**config.mk**
```make
export PLATFORM = sky130hd
export DESIGN_NAME = way_pair_ctrl
export DESIGN_NICKNAME = d
export VERILOG_FILES = /design/src/rtl/way_pair_pkg.sv /design/src/rtl/way_pair_march.sv /design/src/rtl/way_pair_flags.sv /design/src/rtl/way_pair_alloc.sv /design/src/rtl/way_pair_ctrl.sv
export SDC_FILE = /design/constraint.sdc
export NUM_CORES = 1
export LEC_CHECK = 0
export BUFFER_PORTS_ARGS = -buffer_cell sky130_fd_sc_hd__buf_2
export CELL_PAD_IN_SITES_DETAIL_PLACEMENT = 2
export CELL_PAD_IN_SITES_GLOBAL_PLACEMENT = 2
export CORE_UTILIZATION = 33
export CTS_BUF_LIST = sky130_fd_sc_hd__clkbuf_4
export CTS_CLUSTER_SIZE = 40
export DETAILED_ROUTE_END_ITERATION = 6
export PLACE_DENSITY = 0.83
export SYNTH_ARGS = -nofsm -noshare
export SYNTH_HDL_FRONTEND = slang
export SYNTH_HIERARCHICAL = 1
export SYNTH_SLANG_ARGS = --single-unit
```
**constraint.sdc**
```tcl
create_clock -name clk -period 3.4 [get_ports clk]
set_input_delay 0.34 -clock clk [delete_from_list [all_inputs] [get_ports clk]]
set_output_delay 0.34 -clock clk [all_outputs]
set_load 0.1 [all_outputs]
```
**src/rtl/way_pair_pkg.sv**
```systemverilog
package way_pair_pkg;
   typedef enum logic [1:0] {
      ROLE_CLEAN = 2'd0,
      ROLE_DATA  = 2'd1,
      ROLE_ECC   = 2'd2,
      ROLE_OFF   = 2'd3
   } way_role_e;

   typedef enum logic [2:0] {
      PH_IDLE,
      PH_WR0,
      PH_RD0,
      PH_WR1,
      PH_RD1,
      PH_DRAIN,
      PH_LOAD,
      PH_DONE
   } march_ph_e;
endpackage

```
**src/rtl/way_pair_march.sv**
```systemverilog
module way_pair_march
   import way_pair_pkg::*;
#(
   parameter int NUM_WAYS = 4,
   parameter int WORDS    = 4,
   parameter int DATA_W   = 8,
   localparam int WAY_W   = $clog2(NUM_WAYS),
   localparam int ADR_W   = (WORDS > 1) ? $clog2(WORDS) : 1
) (
   input  logic              clk,
   input  logic              rst_n,
   input  logic              start,
   output logic              mem_en,
   output logic              mem_we,
   output logic [WAY_W-1:0]  mem_way,
   output logic [ADR_W-1:0]  mem_addr,
   output logic [DATA_W-1:0] mem_wdata,
   output logic              chk_en,
   output logic              chk_pat,
   output logic              clr,
   output logic              cfg_load,
   output logic              done_o
);
   localparam int SLOTS = NUM_WAYS * WORDS;
   localparam int CNT_W = $clog2(SLOTS);

   march_ph_e        ph;
   logic [CNT_W-1:0] cnt;
   logic             last;
   logic             in_acc;
   logic             ones;

   assign last   = (cnt == CNT_W'(SLOTS - 1));
   assign in_acc = (ph == PH_WR0) || (ph == PH_RD0) || (ph == PH_WR1) || (ph == PH_RD1);
   assign ones   = (ph == PH_WR1) || (ph == PH_RD1);

   always_ff @(posedge clk or negedge rst_n) begin
      if (!rst_n) begin
         ph  <= PH_IDLE;
         cnt <= '0;
      end else begin
         case (ph)
            PH_IDLE:  if (start) ph <= PH_WR0;
            PH_WR0:   if (last) ph <= PH_RD0;
            PH_RD0:   if (last) ph <= PH_WR1;
            PH_WR1:   if (last) ph <= PH_RD1;
            PH_RD1:   if (last) ph <= PH_DRAIN;
            PH_DRAIN: ph <= PH_LOAD;
            PH_LOAD:  ph <= PH_DONE;
            default:  ph <= PH_IDLE;
         endcase
         if (ph == PH_IDLE)
            cnt <= '0;
         else if (in_acc)
            cnt <= last ? '0 : cnt + 1'b1;
      end
   end

   assign mem_en    = in_acc;
   assign mem_we    = (ph == PH_WR0) || (ph == PH_WR1);
   assign mem_way   = WAY_W'(cnt / CNT_W'(WORDS));
   assign mem_addr  = ADR_W'(cnt % CNT_W'(WORDS));
   assign mem_wdata = {DATA_W{ones}};
   assign chk_en    = (ph == PH_RD0) || (ph == PH_RD1);
   assign chk_pat   = ones;
   assign clr       = (ph == PH_IDLE) && start;
   assign cfg_load  = (ph == PH_LOAD);
   assign done_o    = (ph == PH_DONE);


   restart_block_chk: assert property (@(posedge clk) disable iff (!rst_n)
      (ph != PH_IDLE && start) |=> !(ph == PH_WR0 && cnt == '0));


   ones_after_zeros_chk: assert property (@(posedge clk) disable iff (!rst_n)
      (mem_en && mem_we && mem_wdata == '0) |=> !(mem_en && !mem_we && chk_pat));
endmodule

```
**src/rtl/way_pair_flags.sv**
```systemverilog
module way_pair_flags #(
   parameter int NUM_WAYS = 4,
   parameter int DATA_W   = 8,
   localparam int WAY_W   = $clog2(NUM_WAYS)
) (
   input  logic                clk,
   input  logic                rst_n,
   input  logic                clr,
   input  logic                chk_en,
   input  logic                chk_pat,
   input  logic [WAY_W-1:0]    chk_way,
   input  logic [DATA_W-1:0]   rdata,
   output logic [NUM_WAYS-1:0] fail
);
   logic             pend_vld;
   logic             pend_pat;
   logic [WAY_W-1:0] pend_way;
   logic             miss;

   assign miss = pend_vld && (rdata != {DATA_W{pend_pat}});

   always_ff @(posedge clk or negedge rst_n) begin
      if (!rst_n) begin
         pend_vld <= 1'b0;
         pend_pat <= 1'b0;
         pend_way <= '0;
         fail     <= '0;
      end else begin
         pend_vld <= chk_en;
         pend_pat <= chk_pat;
         pend_way <= chk_way;
         if (clr)
            fail <= '0;
         else if (miss)
            fail[pend_way] <= 1'b1;
      end
   end


   fail_sticky_chk: assert property (@(posedge clk) disable iff (!rst_n)
      !clr |=> ((fail & $past(fail)) == $past(fail)));
endmodule

```
**src/rtl/way_pair_alloc.sv**
```systemverilog
module way_pair_alloc
   import way_pair_pkg::*;
#(
   parameter int NUM_WAYS = 4,
   localparam int WAY_W   = $clog2(NUM_WAYS)
) (
   input  logic [NUM_WAYS-1:0]             fail,
   input  logic [NUM_WAYS-1:0]             corr,
   output logic [NUM_WAYS-1:0][1:0]        role,
   output logic [NUM_WAYS-1:0][WAY_W-1:0]  partner
);
   logic             pend_vld;
   logic [WAY_W-1:0] pend;

   always_comb begin
      pend_vld = 1'b0;
      pend     = '0;
      for (int i = 0; i < NUM_WAYS; i++) begin
         role[i]    = ROLE_CLEAN;
         partner[i] = WAY_W'(i);
      end
      for (int i = 0; i < NUM_WAYS; i++) begin
         if (fail[i]) begin
            if (!corr[i]) begin
               role[i] = ROLE_OFF;
            end else if (!pend_vld) begin
               role[i]  = ROLE_OFF;
               pend     = WAY_W'(i);
               pend_vld = 1'b1;
            end else begin
               role[pend]    = ROLE_DATA;
               partner[pend] = WAY_W'(i);
               role[i]       = ROLE_ECC;
               partner[i]    = pend;
               pend_vld      = 1'b0;
            end
         end
      end
   end
endmodule

```
**src/rtl/way_pair_ctrl.sv**
```systemverilog
module way_pair_ctrl
   import way_pair_pkg::*;
#(
   parameter int NUM_WAYS = 4,
   parameter int WORDS    = 4,
   parameter int DATA_W   = 8,
   localparam int WAY_W   = $clog2(NUM_WAYS),
   localparam int ADR_W   = (WORDS > 1) ? $clog2(WORDS) : 1
) (
   input  logic                      clk,
   input  logic                      rst_n,
   input  logic                      start,
   output logic                      mem_en,
   output logic                      mem_we,
   output logic [WAY_W-1:0]          mem_way,
   output logic [ADR_W-1:0]          mem_addr,
   output logic [DATA_W-1:0]         mem_wdata,
   input  logic [DATA_W-1:0]         mem_rdata,
   input  logic [NUM_WAYS-1:0]       way_correctable,
   output logic                      done,
   output logic [2*NUM_WAYS-1:0]     cfg_role,
   output logic [WAY_W*NUM_WAYS-1:0] cfg_partner,
   output logic [NUM_WAYS-1:0]       cfg_bypass
);
   if (NUM_WAYS < 2) begin : g_bad_ways
      $error("way_pair_ctrl: NUM_WAYS must be at least 2");
   end
   if (WORDS < 1 || DATA_W < 1) begin : g_bad_size
      $error("way_pair_ctrl: WORDS and DATA_W must be positive");
   end

   logic                             chk_en, chk_pat, clr, cfg_load;
   logic [NUM_WAYS-1:0]              fail;
   logic [NUM_WAYS-1:0][1:0]         role_d, role_q;
   logic [NUM_WAYS-1:0][WAY_W-1:0]   part_d, part_q;

   way_pair_march #(.NUM_WAYS(NUM_WAYS), .WORDS(WORDS), .DATA_W(DATA_W)) u_march (
      .clk(clk), .rst_n(rst_n), .start(start),
      .mem_en(mem_en), .mem_we(mem_we), .mem_way(mem_way), .mem_addr(mem_addr),
      .mem_wdata(mem_wdata), .chk_en(chk_en), .chk_pat(chk_pat), .clr(clr),
      .cfg_load(cfg_load), .done_o(done)
   );

   way_pair_flags #(.NUM_WAYS(NUM_WAYS), .DATA_W(DATA_W)) u_flags (
      .clk(clk), .rst_n(rst_n), .clr(clr), .chk_en(chk_en), .chk_pat(chk_pat),
      .chk_way(mem_way), .rdata(mem_rdata), .fail(fail)
   );

   way_pair_alloc #(.NUM_WAYS(NUM_WAYS)) u_alloc (
      .fail(fail), .corr(way_correctable), .role(role_d), .partner(part_d)
   );

   always_ff @(posedge clk or negedge rst_n) begin
      if (!rst_n) begin
         for (int i = 0; i < NUM_WAYS; i++) begin
            role_q[i] <= ROLE_CLEAN;
            part_q[i] <= WAY_W'(i);
         end
      end else if (cfg_load) begin
         role_q <= role_d;
         part_q <= part_d;
      end
   end

   assign cfg_role    = role_q;
   assign cfg_partner = part_q;

   for (genvar g = 0; g < NUM_WAYS; g++) begin : g_way
      assign cfg_bypass[g] = (role_q[g] == ROLE_CLEAN);


      pair_link_chk: assert property (@(posedge clk) disable iff (!rst_n)
         (role_q[g] == ROLE_DATA) |-> (role_q[part_q[g]] == ROLE_ECC && part_q[part_q[g]] == WAY_W'(g)));


      weak_off_chk: assert property (@(posedge clk) disable iff (!rst_n)
         (cfg_load && fail[g] && !way_correctable[g]) |=> (role_q[g] == ROLE_OFF));


      clean_keep_chk: assert property (@(posedge clk) disable iff (!rst_n)
         (cfg_load && !fail[g]) |=> (role_q[g] == ROLE_CLEAN && cfg_bypass[g]));
   end


   done_pulse_chk: assert property (@(posedge clk) disable iff (!rst_n)
      done |=> !done);


   cfg_hold_chk: assert property (@(posedge clk) disable iff (!rst_n)
      done |=> ($stable(cfg_role) && $stable(cfg_partner)));
endmodule

```
Word-level counts from Yosys, hierarchy flattened
Cells that the tools add are included.
{"block": "totals", "regBits": 31, "out_inout_bits": 35, "word_cells": 123}
{"block": "classes", "n_addsub": 1, "n_lt_le_gt_ge": 6, "eq_ne": 14, "mux": 58, "n_bitwise": 11, "n_reduce_logical": 19}
{"operator": "2-to-1 mux 8 bit", "n": 10}
{"operator": "2-to-1 mux 4 bit", "n": 8}
{"operator": "2-to-1 mux 2 bit", "n": 14}
{"operator": "one-hot mux 3 bit (7 select lines)", "n": 1}
{"operator": "2-to-1 mux 3 bit", "n": 6}
{"operator": "2-to-1 mux 1 bit", "n": 14}
{"operator": "equality test 3 bit (second input constant)", "n": 4}
{"operator": "2-to-1 mux 6 bit", "n": 2}
{"operator": "< comparator 2 x 3 -> 1 bit (second input constant)", "n": 3}
{"operator": "AND 4 bit", "n": 2}
{"operator": "demux 2 bit (select 2 bit)", "n": 2}
{"operator": "logical NOT 2 bit", "n": 4}
{"operator": "!= test 2 x 1 -> 1 bit (second input constant)", "n": 4}
{"operator": "!= test 8 bit", "n": 1}
{"operator": "inverter 4 bit", "n": 2}
{"operator": "bitwise OR 4 bit", "n": 2}
{"operator": "equality test 3 x 2 -> 1 bit (second input constant)", "n": 2}
{"operator": ">= comparator 2 x 1 -> 1 bit (second input constant)", "n": 3}
{"operator": "logical OR 1 bit", "n": 6}
{"operator": "bitwise OR 6 bit", "n": 1}
{"operator": "logical AND 1 bit", "n": 5}
{"operator": "AND reduction 5 bit", "n": 1}
{"operator": "adder 4 x 1 -> 4 bit (second input constant)", "n": 1}
{"operator": "equality test 4 bit (second input constant)", "n": 1}
{"operator": "other kinds (9)", "n": 10}

Depth between registers and ports, before layout
Gate-level depths: netlist of the first run.
{"block": "logic_depth", "word_depth": 18, "ltp_mapped": 10, "depth_no_buf": 10}

Hierarchy
The synthesis of the first run kept the hierarchy.
{"module": "way_pair_ctrl", "instances": 1, "cells_each": 38, "area_each_um2": 669.4, "seq_area_each_um2": 405.4}
{"module": "way_pair_march", "instances": 1, "cells_each": 67, "area_each_um2": 564.3, "seq_area_each_um2": 175.2}
{"module": "way_pair_flags", "instances": 1, "cells_each": 27, "area_each_um2": 336.6, "seq_area_each_um2": 200.2}
{"module": "way_pair_alloc", "instances": 1, "cells_each": 52, "area_each_um2": 324.1, "seq_area_each_um2": 0.0}

Least setup slack after synthesis of the first run
No wires, ideal clock.
{"block": "synth_timing", "path_type": "register to output", "startpoint": "reg role_q (netlist bit cfg_role[1])", "endpoint": "out cfg_bypass[0]", "t_arrival_ns": 2.155, "path_slack_ns": 0.905, "stages_incl_launch_ff": 2, "path_buffers": 0, "cell_sequence": "dfrtp_1 nor2_1"}
{"block": "synth_between", "elab_chain_len": 1}
{"element": "start: declaration", "line_no": "way_pair_ctrl.sv:34", "source": "logic [NUM_WAYS-1:0][1:0] role_d, role_q;"}
{"element": "start signal: assignment", "line_no": "way_pair_ctrl.sv:60", "source": "role_q <= role_d;"}
{"element": "logical NOT 2 bit", "line_no": "way_pair_ctrl.sv:69", "source": "assign cfg_bypass[g] = (role_q[g] == ROLE_CLEAN);"}
{"element": "end: declaration", "line_no": "way_pair_ctrl.sv:23", "source": "output logic [NUM_WAYS-1:0] cfg_bypass"}
No other way between the ends.

==> results_dict.tcl, run 1 <==
set metrics [dict create \
    critical_path_required_ns 3.63 \
    hp-class "primary input to asynchronous set/reset pin" \
    design.core.area_mm2 0.00551 \
    hold_viol_final 0 \
    start_util 0.344 \
    cts_buffers 5 \
    fin_skew_ns 0.0129 \
    drc 0 \
    cp_data_arrival_time_ns 2.97 \
    grt_remaining_overflow 0 \
    yosys.area.top_type "dfrtp_1" \
    post-cts-setup-buffers 0 \
    ys_types 53 \
    cpMaxStageDelayCell "dfrtp_1" \
    num_io_pins 50 \
    cap_violations 0 \
    drive_gt1_frac 0.385 \
    worstSetupStartpointType "flip-flop" \
    clk_path_buf_depth 2 \
    worst_slew_pin_slew_ns 0.695 \
    synth-edff-count 0 \
    synth_top_area_frac 0.357 \
    cpPeakStageDelay_ns 0.45 \
    r2r_start "u_flags/fail[0]" \
    grt_pass1_vias 1585 \
    gp_congestion 0.751 \
    placed_cells 290 \
    wl_um 4550 \
    grt_pass1_wl_um 7610 \
    yosys_register_bits 31 \
    syn_inst 184 \
    period_needed_ns 2.74 \
    drt-initial-drc-count 43 \
    postCtsHoldBufs 0 \
    htree_num_levels 2 \
    worstSetupStartpoint "u_flags/fail[0]" \
    diodes 0 \
    fin_tns_setup_ns 0 \
    yosys_warnings 6 \
    syn_avg_cell_area_um2 10.3 \
    critPathMaxFanout 6 \
    timing.final.crit_share 0.805 \
    tritoncts "built" \
    fp.dieW_um 77.8 \
    async_reset_ff_frac 1.00 \
    antenna_found_initial 0 \
    cts-root-buf "clkbuf_4" \
    setup_viol_count_final 0 \
    synthesis.nets 203 \
    place_hpwl_um 3260 \
    final_antenna_net_count 0 \
    post_drt_wl_per_cell_um 15.3 \
    synth_top_cells_by_area "dfrtp_1 (36%), mux2_4 (7.9%), dfstp_2 (5.5%)" \
    end_kind "flip-flop" \
    ys.flop_type "dfrtp_1" \
    track_usage 0.163 \
    yosysSeqAreaShare 0.412 \
    layout.cells.non_filler 298 \
    cts.sinks 31 \
    fmax_mhz 365 \
    post_cts_resized 0 \
    via_count 1554 \
    io_buffers 49 \
    path_cells "nand2_1 > ha_1 > nand2b_1 > nand2_1 > ha_1 > nor2b_1 > nor2_1 > a41o_1 > or3_1 > mux2_4" \
    drt-vias-per-instance 5.21 \
    num_rows 27 \
    dieArea_mm2 0.00605 \
    nNetsFinal 244 \
    rsz0062_at_grt "no" \
    area_delta_synth_final_pct 13.7 \
    status "finished, final reports clean" \
    slew_violations 0 \
    dr.pass1.iters 4 \
    fin_util 0.391 \
    grt_max_degree 32 \
    worstSetupPathType "flip-flop to flip-flop" \
    dieHeight_um 77.8 \
    path_clk_slew_ns 0.11 \
    slew_headroom 0.536 \
    clk_latency_ns 0.34 \
    synth_area_mm2 0.00189 \
]
==> final timing paths <==
kind	slack, ns	cells after the start	end
setup / recovery	0.66	10	cfg_role[0]
hold / removal	0.03	1	cfg_partner[4]
setup reg to reg	0.66	10	cfg_role[0]
hold reg to reg	0.51	1	cfg_partner[1]
max in group asynchronous	2.91	1	u_march/cnt[1]
min in group clk	0.42	4	u_march/ph[0]
==> cells in the final DEF (no fill, tap or decap), types with 2 or more instances in the layout <==
cell / n
clkbuf_4: 5
inv_1: 8
nor2b_1: 3
a21oi_1: 5
o21a_1: 2
mux2_2: 6
clkinv_2: 3
nand2_1: 18
a21o_1: 2
nor3_1: 5
nor3b_1: 2
mux2_4: 10
nand2b_1: 4
o32ai_1: 4
or2_1: 2
o21ai_0: 8
nor2_1: 10
buf_4: 2
dfrtp_1: 27
or3_1: 4
ha_1: 4
o211ai_1: 2
buf_2: 49
nand3_1: 7
and2_1: 2
xnor2_1: 2
dfstp_2: 4
mux2i_1: 2
==> critical path: cells and delay by family (launching register included) <==
family	cells	cell delay, ns
simple gates	6	1.05
compound gates	1	0.27
flops	1	0.45
mux	1	0.26
fa+ha+maj	2	0.61
==> stage by stage <==
step	setup slack (ns)	instance area (um2)	hold WS, ns
CTS	0.659	2150	0.0460
floorplan	0.905	1890	0.0444
detailed placement	0.716	2100	0.435
finish	0.663	2150	0.0313
global placement	0.803	2100	0.427
global route	0.468	2150	0.0667
==> final cells by class <==
| type | count | area [um2] |
|---|---|---|
| Clock buffer | 5 | 37.5 |
| Clock inverter | 3 | 15.0 |
| Fill cell | 646 | 3350 |
| Inverter | 8 | 30.0 |
| Multi-Input combinational cell | 128 | 940 |
| Sequential cell | 31 | 781 |
| Tap cell | 72 | 90.1 |
| Timing Repair Buffer | 51 | 260 |
==> cells in the mapped netlist (all sizes together) (2+ instances only) <==
master  count
ha          4
and3        2
o21a        2
nor3b       2
o32ai       4
o21ai       9
inv         8
nor4        2
or2         3
nor2b       3
nor3        5
and2        2
a21oi       5
xnor2       2
clkbuf      2
mux2       16
nand2b      4
a21o        2
or3         5
dfstp       4
or4         2
dfrtp      27
nand3       7
nor2       11
mux2i       2
nand2      18
o211ai      2
buf        15
==> per-layer routing <==
metal  global-route usage  up-vias  share of wire
met5                    0        -              0
met4               0.0679        0          0.016
met3               0.0365        7          0.038
met2                0.288       36           0.52
met1                0.189      780           0.42
li1                     -      731              -
==> state kept, by name, indices dropped and copies added (netlist names) <==
| register | flops |
|---|---|
| u_march/ph | 3 |
| u_flags/fail | 4 |
| u_flags/pend_vld | 1 |
| cfg_partner | 8 |
| u_flags/pend_way | 2 |
| u_flags/pend_pat | 1 |
| cfg_role | 8 |
| u_march/cnt | 4 |
==> cells by family (layout without fill, tap and decap cells) <==
kind of cell             Yosys count  in the layout  share of synthesized area
AND/OR/NAND/NOR                   71             71                      0.211
AO/OA/AOI/OAI                     33             33                      0.122
flip-flops                        31             31                      0.412
buffers and inverters             25             67                     0.0931
multiplexers                      18             18                      0.125
adder cells (fa/ha/maj)            4              4                     0.0264
XOR/XNOR                           2              2                    0.00925
Power of run 1 is not shown: default switching activity piles up to over one toggle a cycle in this logic, so the estimate is an artifact.
==> run 2: changes to the inputs <==
CORE_UTILIZATION = 30   (was 33)
PLACE_DENSITY = 0.79   (was 0.83)
clock period = 2.3 ns   (was 3.4 ns; I/O delays follow)
==> run 2 against run 1 <==
Compared with the run above:
- the run now ends with setup timing left
- register-to-register slack worse by 0.72 ns
- final area is 16% higher
- clock skew is 0.011 ns higher
- non-clock buffer count is 18 higher
- global-route usage is 0.81 points higher
- first-iteration DRC count is 4.7% lower
- routed wire length is 16% higher
- utilization is 2.5 points higher
- critical endpoint unchanged
==> results_dict.tcl, run 2 (synthesized netlist as in run 1, its figures left out) <==
set metrics [dict create \
    num_rows 28 \
    io_buffers 49 \
    slew_violations 0 \
    cts_buffers 5 \
    final_common_cell "buf_2" \
    dr.pass1.iters 4 \
    drt-vias-per-instance 5.11 \
    via_count 1631 \
    htree_num_levels 2 \
    cpLargestDelayFamily "simple AND/OR/NAND/NOR gates" \
    layout.cells.non_filler 319 \
    cp_data_arrival_time_ns 2.60 \
    cts.sinks 31 \
    cap_violations 0 \
    hp-class "primary input to flip-flop" \
    fin_skew_ns 0.0243 \
    nNetsFinal 262 \
    status "complete, but fails checks" \
    violations "setup timing" \
    crit_buf_inv 0 \
    dieHeight_um 81.5 \
    start_util 0.316 \
    antenna_found_initial 0 \
    drive_gt1_frac 0.463 \
    worstSetupEndpoint "cfg_role[0]" \
    rrSetupSlack_ns -0.06 \
    design.core.area_mm2 0.00599 \
    rsz0062_at_grt "yes" \
    critPathMaxFanout 3 \
    cts-root-buf "clkbuf_4" \
    critical_path_required_ns 2.54 \
    area_delta_synth_final_pct 31.5 \
    final_antenna_net_count 0 \
    path_cells "nand2_2 > ha_4 > nand2b_4 > nand2_4 > ha_4 > nor2b_4 > nor2_4 > a41o_1 > or3_1 > mux2_4" \
    setup_viol_count_final 1 \
    wl_um 5280 \
    worstSetupStartpoint "u_flags/fail[0]" \
    path_clk_slew_ns 0.12 \
    cpMaxStageDelayCell "dfrtp_1" \
    track_usage 0.171 \
    diodes 0 \
    r2r-end "cfg_role[0]" \
    post_drt_wl_per_cell_um 16.6 \
    cp_common_cell "ha_4" \
    layout_common_cells "buf_2 (41), dfrtp_1 (27), buf_4 (18)" \
    drt-initial-drc-count 41 \
    place_hpwl_um 3640 \
    cpPeakStageDelay_ns 0.39 \
    timing.final.crit_share 1.02 \
    placed_cells 304 \
    slew_headroom 0.516 \
    finalWorstSetupSlack_ns -0.0566 \
    gp_congestion 0.835 \
    fp.dieW_um 81.5 \
    worstSetupStartpointType "flip-flop" \
    grt_pass1_wl_um 8470 \
    fmax_mhz 424 \
    num-fill-cells 675 \
    end_kind "flip-flop" \
    grt_max_degree 32 \
    path_depth 10 \
    period_needed_ns 2.36 \
    num_io_pins 50 \
    r2r_start "u_flags/fail[0]" \
    worst_slew_pin_slew_ns 0.726 \
    hold_ws_ns 0.314 \
    clk_latency_ns 0.35 \
    drc 0 \
    grt_remaining_overflow 0 \
    fin_tns_setup_ns -0.0566 \
    pre_cts_ws_ns -0.0999 \
    tritoncts "built" \
    dieArea_mm2 0.00664 \
    hold_viol_final 0 \
    worstSetupPathType "flip-flop to flip-flop" \
    grt_pass1_vias 1782 \
    reg2regPathDepth 10 \
    clk_path_buf_depth 2 \
]
-- run 2: metal layers --
| metal | global-route usage | part of all wire | vias up |
|---|---|---|---|
| met5 | 0 | 0 | - |
| met4 | 0.0589 | 0.012 | 0 |
| met3 | 0.0311 | 0.040 | 5 |
| met2 | 0.329 | 0.54 | 44 |
| met1 | 0.186 | 0.41 | 817 |
| li1 | - | - | 765 |
-- run 2: per-stage QoR --
step / cell area, um2 / utilization
floorplan: 1910 / -
global placement: 2320 / 0.387
detailed placement: 2320 / 0.387
CTS: 2440 / 0.407
global route: 2490 / 0.416
finish: 2490 / 0.416
-- run 2: cell type report --
| class | count | area (um2) | share of cell area |
|---|---|---|---|
| timing repair buffer | 69 | 522 | 0.209 |
| tap | 75 | 93.8 | 0.0377 |
| multi-input combinational | 128 | 1010 | 0.406 |
| sequential | 31 | 781 | 0.313 |
| inverter | 8 | 30.0 | 0.0121 |
| clock inverter | 3 | 15.0 | 0.00603 |
| clock buffer | 5 | 37.5 | 0.0151 |
-- run 2: worst min-delay path by stage --
stage | startpoint | endpoint | slack, ns | cells after the start
2_1_floorplan | rst_n | cfg_partner[0] | -0.07 | 0
3_3_place_gp | rst_n | cfg_role[1] | 0.33 | 1
3_5_place_dp | rst_n | cfg_role[1] | 0.33 | 1
4_1_cts | start | u_flags/fail[3] | 0.31 | 3
5_1_grt | start | u_flags/fail[2] | 0.32 | 3
6_report | start | u_flags/fail[3] | 0.31 | 3
-- run 2: what timing repair did --
item / in CTS / in global routing
endpoints found under the setup margin: 5 / 8
hold buffers: 1 / 0
hold endpoints to repair: 27 / 0
setup buffers: 3 / 3
pin swaps: 3 / 5
resized for setup: 4 / 7
-- run 2: worst reg2reg max path, delay by kind of cell, from the launching register on --
kind,cells,cell delay [ns]
AO/OA/AOI/OAI,1,0.25
adder cells (fa/ha/maj),2,0.54
flip-flops,1,0.39
multiplexers,1,0.26
AND/OR/NAND/NOR,6,0.82
Power of run 2 is left out for the same reason.
